===== src/rtl/fc_pkg.sv =====
package fc_pkg;

    typedef enum logic [1:0] {
        ST_IDLE  = 2'd0,
        ST_ALIGN = 2'd1,
        ST_GATE  = 2'd2,
        ST_DONE  = 2'd3
    } fc_state_e;

    typedef enum logic [1:0] {
        GSEL_SHORT  = 2'd0,
        GSEL_MID    = 2'd1,
        GSEL_LONG   = 2'd2,
        GSEL_XLONG  = 2'd3
    } fc_gsel_e;

endpackage


===== src/rtl/fc_prescale.sv =====
// Synchronizes the measured signal, detects rising edges and divides them by two.
module fc_prescale #(
    parameter int unsigned SYNC_N = 2
) (
    input  logic clk,
    input  logic rst_n,
    input  logic sig_in,
    input  logic clr,
    input  logic run,
    output logic pulse
);
    localparam int unsigned TOP = SYNC_N - 1;

    logic [TOP:0] chain;
    logic         prev;
    logic         phase;
    logic         rise;

    generate
        if (SYNC_N == 1) begin : g_single
            always_ff @(posedge clk or negedge rst_n) begin
                if (!rst_n) chain <= '0;
                else        chain <= sig_in;
            end
        end else begin : g_multi
            always_ff @(posedge clk or negedge rst_n) begin
                if (!rst_n) chain <= '0;
                else        chain <= {chain[TOP-1:0], sig_in};
            end
        end
    endgenerate

    always_ff @(posedge clk or negedge rst_n) begin
        if (!rst_n) prev <= 1'b0;
        else        prev <= chain[TOP];
    end

    assign rise = chain[TOP] & ~prev;

    always_ff @(posedge clk or negedge rst_n) begin
        if (!rst_n)            phase <= 1'b0;
        else if (clr)          phase <= 1'b0;
        else if (run && rise)  phase <= ~phase;
    end

    assign pulse = run & rise & ~phase;

endmodule


===== src/rtl/fc_gate_timer.sv =====
// Counts down time-base ticks for the selected gate length.
module fc_gate_timer #(
    parameter int unsigned LEN0 = 1,
    parameter int unsigned LEN1 = 4,
    parameter int unsigned LEN2 = 8,
    parameter int unsigned LEN3 = 32
) (
    input  logic       clk,
    input  logic       rst_n,
    input  logic       load,
    input  logic [1:0] sel,
    input  logic       en,
    input  logic       tick,
    output logic       expire
);
    localparam int unsigned M01  = (LEN0 > LEN1) ? LEN0 : LEN1;
    localparam int unsigned M23  = (LEN2 > LEN3) ? LEN2 : LEN3;
    localparam int unsigned LMAX = (M01 > M23) ? M01 : M23;
    localparam int unsigned TW   = $clog2(LMAX + 1);

    logic [TW-1:0] remain;
    logic [TW-1:0] len_sel;

    always_comb begin
        unique case (sel)
            2'd0:    len_sel = TW'(LEN0);
            2'd1:    len_sel = TW'(LEN1);
            2'd2:    len_sel = TW'(LEN2);
            default: len_sel = TW'(LEN3);
        endcase
    end

    always_ff @(posedge clk or negedge rst_n) begin
        if (!rst_n)                             remain <= '0;
        else if (load)                          remain <= len_sel;
        else if (en && tick && remain != '0)    remain <= remain - 1'b1;
    end

    assign expire = en & tick & (remain == TW'(1));

endmodule


===== src/rtl/fc_sat_counter.sv =====
// Saturating up-counter with synchronous clear.
module fc_sat_counter #(
    parameter int unsigned W = 20
) (
    input  logic         clk,
    input  logic         rst_n,
    input  logic         clr,
    input  logic         inc,
    output logic [W-1:0] value
);
    localparam logic [W-1:0] MAXV = '1;

    always_ff @(posedge clk or negedge rst_n) begin
        if (!rst_n)                     value <= '0;
        else if (clr)                   value <= '0;
        else if (inc && value != MAXV)  value <= value + 1'b1;
    end

endmodule


===== src/rtl/fc_serial_out.sv =====
// Snapshot shifter presenting the result MSB first.
module fc_serial_out #(
    parameter int unsigned W = 20
) (
    input  logic         clk,
    input  logic         rst_n,
    input  logic         load,
    input  logic         step,
    input  logic [W-1:0] data,
    output logic         sdo
);
    logic [W-1:0] shreg;

    always_ff @(posedge clk or negedge rst_n) begin
        if (!rst_n)     shreg <= '0;
        else if (load)  shreg <= data;
        else if (step)  shreg <= {shreg[W-2:0], 1'b0};
    end

    assign sdo = shreg[W-1];

endmodule


===== src/rtl/fc_gated_counter.sv =====
module fc_gated_counter
    import fc_pkg::*;
#(
    parameter int unsigned CNT_W   = 20,
    parameter int unsigned SYNC_N  = 2,
    parameter int unsigned GATE_T0 = 1,
    parameter int unsigned GATE_T1 = 4,
    parameter int unsigned GATE_T2 = 8,
    parameter int unsigned GATE_T3 = 32
) (
    input  logic             clk,
    input  logic             rst_n,
    input  logic             meas_in,
    input  logic             path_en,
    input  logic             start,
    input  logic [1:0]       gate_sel,
    input  logic             integ,
    input  logic             tick,
    input  logic             rd_load,
    input  logic             rd_step,
    output logic [CNT_W-1:0] count,
    output logic             busy,
    output logic             done,
    output logic             sdo
);
    fc_state_e  state_q, state_d;
    logic [1:0] sel_q;
    logic       done_q;

    logic accept;
    logic fresh;
    logic tmr_load;
    logic gate_open;
    logic run;
    logic edge_pulse;
    logic expire;

    // State register
    always_ff @(posedge clk or negedge rst_n) begin
        if (!rst_n) state_q <= ST_IDLE;
        else        state_q <= state_d;
    end

    // Next state: accept, open, close, retire
    always_comb begin
        state_d = state_q;
        unique case (state_q)
            ST_IDLE:  if (start) state_d = ST_ALIGN;
            ST_ALIGN: if (tick)  state_d = ST_GATE;
            ST_GATE:  if (expire) state_d = ST_DONE;
            ST_DONE:  state_d = start ? ST_ALIGN : ST_IDLE;
        endcase
    end

    // Outputs of the state machine
    always_comb begin
        accept    = 1'b0;
        tmr_load  = 1'b0;
        gate_open = 1'b0;
        busy      = 1'b0;
        unique case (state_q)
            ST_IDLE:  accept = start;
            ST_ALIGN: begin
                busy     = 1'b1;
                tmr_load = tick;
            end
            ST_GATE:  begin
                busy      = 1'b1;
                gate_open = 1'b1;
            end
            ST_DONE:  accept = start;
        endcase
        fresh = accept & ~integ;
        run   = gate_open & path_en;
    end

    // Parameters of a measurement are captured when it is accepted
    always_ff @(posedge clk or negedge rst_n) begin
        if (!rst_n)      sel_q <= 2'd0;
        else if (accept) sel_q <= gate_sel;
    end

    always_ff @(posedge clk or negedge rst_n) begin
        if (!rst_n)                  done_q <= 1'b0;
        else if (accept)             done_q <= 1'b0;
        else if (gate_open && expire) done_q <= 1'b1;
    end

    assign done = done_q;

    fc_prescale #(
        .SYNC_N (SYNC_N)
    ) u_prescale (
        .clk    (clk),
        .rst_n  (rst_n),
        .sig_in (meas_in),
        .clr    (fresh),
        .run    (run),
        .pulse  (edge_pulse)
    );

    fc_gate_timer #(
        .LEN0 (GATE_T0),
        .LEN1 (GATE_T1),
        .LEN2 (GATE_T2),
        .LEN3 (GATE_T3)
    ) u_timer (
        .clk    (clk),
        .rst_n  (rst_n),
        .load   (tmr_load),
        .sel    (sel_q),
        .en     (gate_open),
        .tick   (tick),
        .expire (expire)
    );

    fc_sat_counter #(
        .W (CNT_W)
    ) u_count (
        .clk   (clk),
        .rst_n (rst_n),
        .clr   (fresh),
        .inc   (edge_pulse),
        .value (count)
    );

    fc_serial_out #(
        .W (CNT_W)
    ) u_serial (
        .clk   (clk),
        .rst_n (rst_n),
        .load  (rd_load),
        .step  (rd_step),
        .data  (count),
        .sdo   (sdo)
    );

endmodule


===== config.mk =====
export PLATFORM = sky130hd
export DESIGN_NAME = fc_gated_counter
export DESIGN_NICKNAME = d
export VERILOG_FILES = /design/src/rtl/fc_pkg.sv /design/src/rtl/fc_prescale.sv /design/src/rtl/fc_gate_timer.sv /design/src/rtl/fc_sat_counter.sv /design/src/rtl/fc_serial_out.sv /design/src/rtl/fc_gated_counter.sv
export SDC_FILE = /design/constraint.sdc
export NUM_CORES = 1
export LEC_CHECK = 0
export ABC_AREA = 0
export BUFFER_PORTS_ARGS = -buffer_cell sky130_fd_sc_hd__buf_2
export CAP_MARGIN = 20
export CORE_MARGIN = 2
export CORE_UTILIZATION = 40
export CTS_BUF_LIST = sky130_fd_sc_hd__clkbuf_8 sky130_fd_sc_hd__clkbuf_16
export DETAILED_ROUTE_END_ITERATION = 12
export PLACE_DENSITY_LB_ADDON = 0.3
export SETUP_SLACK_MARGIN = 0.1
export SYNTH_ARGS = -nofsm -noshare
export SYNTH_HDL_FRONTEND = slang
export SYNTH_SLANG_ARGS = --single-unit

===== constraint.sdc =====
create_clock -name clk -period 4.4 [get_ports clk]
set_input_delay 0.88 -clock clk [delete_from_list [all_inputs] [get_ports clk]]
set_output_delay 0.88 -clock clk [all_outputs]
set_load 0.05 [all_outputs]

==> results.md, run 1 <==
- Status: finished clean
- Worst-skew pair later-pin latency: 310 ps
- Clk root buf: clkbuf_8
- Top post-synthesis cells by count: dfrtp_1, nand2_1, mux2i_1, o21ai_0, a21oi_1
- Ys flop type: dfrtp_1
- Die width: 90.2 um
- Max Cap Viol: 0
- Seq cells post-synth: 55
- Syn Inst Count: 308
- RePlAce Congestion: 0.849
- Top-count cell post-synth: dfrtp_1
- TritonCTS clock tree: built
- Ys Warns: 0
- Endpoints failing setup: 0
- Area of the core: 7210 um^2
- Hold WC Path Type: reg2reg
- Final instance area: 3320 um^2
- Max-slew violations: 0
- Uppermost routed layer: met4
- Worst Setup End Kind: flop
- Die Y: 90.2 um
- Net count after synthesis: 328
- Vias: 2324
- Final hold violations: 0
- CTS resizes: 0
- Largest net degree at the start of global routing: 41
- Yosys cell types: 41
- Synth-to-Final Area Change: 11.7%
- FILL cells: 692
- Post-CTS setup buffer count: 0
- Power per cell area: 409 nW/um^2
- HP Start: u_prescale.chain[0]$_DFF_PN0_
- Buf/Inv on CP: 1
- Overall die area: 8130 um^2
- Placed Area: 3210 um^2
- Leak Pwr: 0.00151 uW
- Total wire length after detailed routing: 6.26 mm
- First-pass GRT wire length: 10.7 mm
- Sequential Area: 1380 um^2
- Number of synthesized flops with an enable pin: 0
- Nets: 355
- Final antenna-violating net count: 0
- WP data required: 4600 ps
- Maximum fanout along the worst path: 7
- Vias in the first global route: 2228
- HPWL after detailed placement: 4.44 mm
- Peak supply drop: 0.000333 V
- Worst Setup SP: state_q[0]$_DFFE_PN0P_
- Seq/Total Area, Yosys: 46.3%
- Via/cell ratio: 5.34
- First-pass detailed-route iteration total: 4
- Synth area leaders: dfrtp_1, mux2i_1, nand2_1
- Sum Neg Setup Slack: 0 ps
- Critical-path top delay cell: or4_1
- DRC viols: 0
- Area of the multi-input gates: 1480 um^2
- IO Count: 34
- H-tree levels: 2
- Cells along the critical path: inv_1 -> ha_1 -> nand4b_2 -> or4_1 -> or4_1 -> o211a_1
- Std-Cell Rows: 31
- Gr usage total: 15.9%
- WS Path Type: reg2reg
- Worst endpoint data arrival time: 2680 ps
- Clock Skew: 7.22 ps
- Routed wl met3: 219 um
- R2R Path Start: state_q[0]$_DFFE_PN0P_
- Initial antenna violation count: 0
- N_diodes: 0
- Most used cell, CP: or4_1
- Met2 routed WL: 2.84 mm
- CP max stage delay: 680 ps
- Startpoint Class: flop
- Iter 0 DRT Violations: 110
- Fmax: 0.404 GHz
- Clk sink count: 55
- I/O Buffers: 33
- Num CTS Buffers: 5
- RSZ-0062 raised after global routing: no
- WL/cell: 14.4 um
- Actual slew at the worst max-slew pin: 863 ps
- Final period util: 56.3%
- Worst-path clk slew: 100 ps
- Clk buf depth: 2
- WL met1: 3.11 mm
- Mean post-synth cell area: 9.65 um^2
- Grt ovf: 0
- Slew HR: 42.5%
- CP delay by family, top: simple AND/OR/NAND/NOR gates
- Starting density of the core: 41.2%
- Post-Syn Area: 2970 um^2
- Ratio of cells with drive above 1 in the final layout: 15.2%
- Synth top area share: 46.3%
- Hold buffers post-CTS: 0
- Post-synth ARST share: 100%
- Synth area leader: dfrtp_1
- Minimum clock period: 2480 ps
==> final timing paths <==
check                                           endpoint  slack [ps]  depth (start not counted)
hold reg to reg            u_prescale.chain[1]$_DFF_PN0_         360                          0
min in group asynchronous  u_serial.shreg[0]$_DFFE_PN0P_         520                          1
setup reg to reg           u_count.value[19]$_DFFE_PN0P_        1920                          6
setup / recovery           u_count.value[19]$_DFFE_PN0P_        1920                          6
hold / removal             u_prescale.chain[1]$_DFF_PN0_         360                          0
max in group asynchronous      u_prescale.prev$_DFF_PN0_        3060                          2
==> cells by family (layout without fill, tap and decap cells) <==
logic type / count (synthesis) / in the layout / share of synthesized area, %
flops: 55 / 55 / 46.3
xor+xnor: 2 / 2 / 0.590
compound gates: 75 / 75 / 15.6
buf+inv: 31 / 59 / 4.29
fa+ha+maj: 9 / 9 / 3.79
simple gates: 104 / 104 / 18.6
mux: 32 / 32 / 10.8
==> cell usage in the layout (no fill, tap or decap), drive strengths merged, types with 2 or more instances in the layout <==
cell type | synthesis | routed
nor2 | 5 | 5
nor4 | 3 | 3
nand3 | 8 | 8
nor2b | 2 | 2
a211oi | 8 | 8
dfrtp | 55 | 55
inv | 16 | 16
ha | 9 | 9
a2111oi | 2 | 2
or4 | 10 | 10
clkbuf | 11 | 6
o21ai | 29 | 29
mux2i | 31 | 31
nand2 | 48 | 48
nand4 | 5 | 5
o31ai | 6 | 6
a31oi | 4 | 4
or3 | 3 | 3
nand2b | 11 | 11
nor3 | 2 | 2
a21oi | 19 | 19
and4 | 2 | 2
xnor2 | 2 | 2
buf | 4 | 35
==> area by class of cell <==
class | instances | share of cell area (%)
Clock buffer | 6 | 2.49
Sequential cell | 55 | 41.5
Tap cell | 99 | 3.73
Timing Repair Buffer | 35 | 5.54
Inverter | 16 | 1.81
Multi-Input combinational cell | 222 | 44.5
Clock inverter | 2 | 0.490
==> report_power, final <==
| part | internal, uW | leakage [uW] | switching, uW |
|---|---|---|---|
| sequential | 569 | 0.000738 | 70.3 |
| clock | 129 | 0.0000474 | 171 |
| combinational | 150 | 0.000721 | 269 |
| total | 847 | 0.00151 | 511 |
==> per-layer routing <==
layer  track usage [%]  vias to the layer above
li1                  -                     1158
met5                 0                        -
met1              22.0                     1112
met2              25.7                       45
met4              3.85                        0
met3              3.44                        9
==> sequential cells by signal, indices dropped and copies added, names as in the netlist <==
signal,count
state_q,2
u_prescale.chain,2
sel_q,2
u_count.value,20
done,1
u_prescale.phase,1
u_serial.shreg,20
u_prescale.prev,1
u_timer.remain,6
==> per-stage QoR <==
stage	hold WS [ps]	worst slack (ps)	cells	util [%]	power, uW
2_1_floorplan	331	2010	308	-	959
5_1_grt	377	1720	435	46.0	1460
4_1_cts	360	1910	434	45.9	1370
3_3_place_gp	333	1820	426	44.5	1050
3_5_place_dp	337	1780	426	44.5	1070
6_report	359	1920	435	46.0	1360
(Power assumes the default switching activity.)
==> inputs of run 2 (changes only) <==
- clock period: 4.4 -> 2.3 ns (I/O delays scaled with it)
==> run 2 against run 1 <==
  * First-iteration DRC count up 11%
  * Register-to-register slack worse by 1800 ps
  * Highest routed layer unchanged
  * Largest power group unchanged
  * Utilization is 1.7 points higher
  * Die area is the same
  * Sequential share of layout area decreased by 1.3 points
==> results.md, run 2 (synthesis results as in run 1) <==
- Worst endpoint data arrival time: 2370 ps
- Area of the core: 7210 um^2
- Status: finished clean
- Total wire length after detailed routing: 6.49 mm
- CP delay by family, top: simple AND/OR/NAND/NOR gates
- I/O Buffers: 33
- Top flop regs: u_count.value x20, u_serial.shreg x20, u_timer.remain x6
- Initial antenna violation count: 0
- Sum Neg Setup Slack: 0 ps
- Register share of total power: 43.1%
- Clk sink count: 55
- H-tree levels: 2
- Endpoints failing setup: 0
- FILL cells: 708
- Startpoint Class: flop
- R2R Path Start: u_count.value[0]$_DFFE_PN0P_
- Largest net degree at the start of global routing: 41
- Synth-to-Final Area Change: 15.8%
- N_diodes: 0
- Starting density of the core: 41.2%
- Most common cell after layout, fill and taps aside: dfrtp_1
- RSZ-0062 raised after global routing: yes
- IO Count: 34
- DRC viols: 0
- First-pass detailed-route iteration total: 4
- Via/cell ratio: 5.40
- Gr usage total: 16.7%
- Fmax: 0.469 GHz
- Num CTS Buffers: 5
- TritonCTS clock tree: built
- Overall die area: 8130 um^2
- Peak supply drop: 0.000988 V
- Ratio of cells with drive above 1 in the final layout: 19.4%
- Clock Skew: 7.99 ps
- Combinational power share: 30.9%
- Final instance area: 3440 um^2
- Max Cap Viol: 0
- Iter 0 DRT Violations: 122
- Hold WC Path Type: in2async
- Cells along the critical path: ha_1 -> nand4_1 -> or4_4 -> or4_1 -> a21oi_1
- Worst-path clk slew: 100 ps
- P_int: 1860 uW
- Final period util: 92.8%
- Maximum fanout along the worst path: 12
- Hold_ws: 132 ps
- Die Y: 90.2 um
- Final hold violations: 0
- WS Path Type: reg2reg
- Worst-skew pair later-pin latency: 300 ps
- Post-Place Cells: 432
- Worst Setup End Kind: flop
- Actual slew at the worst max-slew pin: 552 ps
- CP max stage delay: 630 ps
- WP data required: 2530 ps
- Vias: 2375
- HPWL after detailed placement: 4.67 mm
- NetSw: 974 uW
- Pwr Total: 2830 uW
- Power per cell area: 823 nW/um^2
- RePlAce Congestion: 0.870
- Sw frac: 34.4%
- First-pass GRT wire length: 11.2 mm
- Die width: 90.2 um
- Commonest cells after routing, fill and taps aside: dfrtp_1, nand2_1, buf_2, mux2i_1, o21ai_0
- Slew HR: 63.2%
- Final antenna-violating net count: 0
- Worst Setup SP: u_count.value[0]$_DFFE_PN0P_
- Std-Cell Rows: 31
- Non-Filler Instances: 440
- WL/cell: 14.7 um
- Grt ovf: 0
- Buf/Inv on CP: 0
- Hold buffers post-CTS: 0
- Max-slew violations: 0
- Nets: 360
- Leak Pwr: 0.00153 uW
- Clock power share: 26.0%
- Minimum clock period: 2130 ps
- Placed Area: 3280 um^2
- Clk buf depth: 2
- Critical-path top delay cell: or4_4
- Vias in the first global route: 2314
- Clk root buf: clkbuf_8
==> run 2: cell count changes in the layout (fill, tap and decap cells not counted), sizes merged <==
cell / previous run / this run
clkinv: 1 / 0
buf: 35 / 40
clkinvlp: 1 / 0
inv: 16 / 17
bufinv: 0 / 2
clkbuf: 6 / 5
==> run 2: layer usage <==
metal | global-route usage, % | wire (um)
met3 | 3.02 | 166
met1 | 22.3 | 3080
met5 | 0 | 0
met4 | 3.59 | 75
met2 | 28.3 | 3170
==> run 2: stage by stage <==
step,util [%],setup WS [ps]
after floorplan,-,101
after global placement,45.4,167
after detailed placement,45.4,117
after CTS,47.3,159
after global routing,47.7,83.4
final,47.7,166
==> run 2: final timing paths <==
path	endpoint	slack, ps	cells after the start
max	u_count.value[16]$_DFFE_PN0P_	170	5
min	u_serial.shreg[5]$_DFFE_PN0P_	130	1
max reg2reg	u_count.value[16]$_DFFE_PN0P_	170	5
min reg2reg	u_prescale.chain[1]$_DFF_PN0_	360	0
max in group asynchronous	u_count.value[1]$_DFFE_PN0P_	1580	2
min in group clk	u_prescale.chain[0]$_DFF_PN0_	260	1
==> run 2: repair_timing <==
| action | 4_1_cts | 5_1_grt |
|---|---|---|
| endpoints found under the setup margin | 1 | 7 |
| setup buffers | 0 | 0 |
| gates resized for setup | 1 | 4 |
| pin swaps | 0 | 2 |
==> run 2: layout make-up <==
cell class	count	area [um^2]	share of cell area (%)
multi-input cells	222	1510	44.0
flip-flops and latches	55	1380	40.1
repair buffers	40	230	6.69
well taps	99	124	3.60
clock buffers	5	68.8	2.00
clock inverters	3	63.8	1.85
inverters	16	60.1	1.74
==> run 2: power by group through the flow <==
| stage | clock network [uW] | registers [uW] | logic (uW) |
|---|---|---|---|
| after floorplan | 0 | 1250 | 616 |
| after global placement | 0 | 1230 | 850 |
| after detailed placement | 0 | 1240 | 883 |
| after CTS | 756 | 1220 | 883 |
| after global routing | 801 | 1240 | 986 |
| final | 737 | 1220 | 874 |
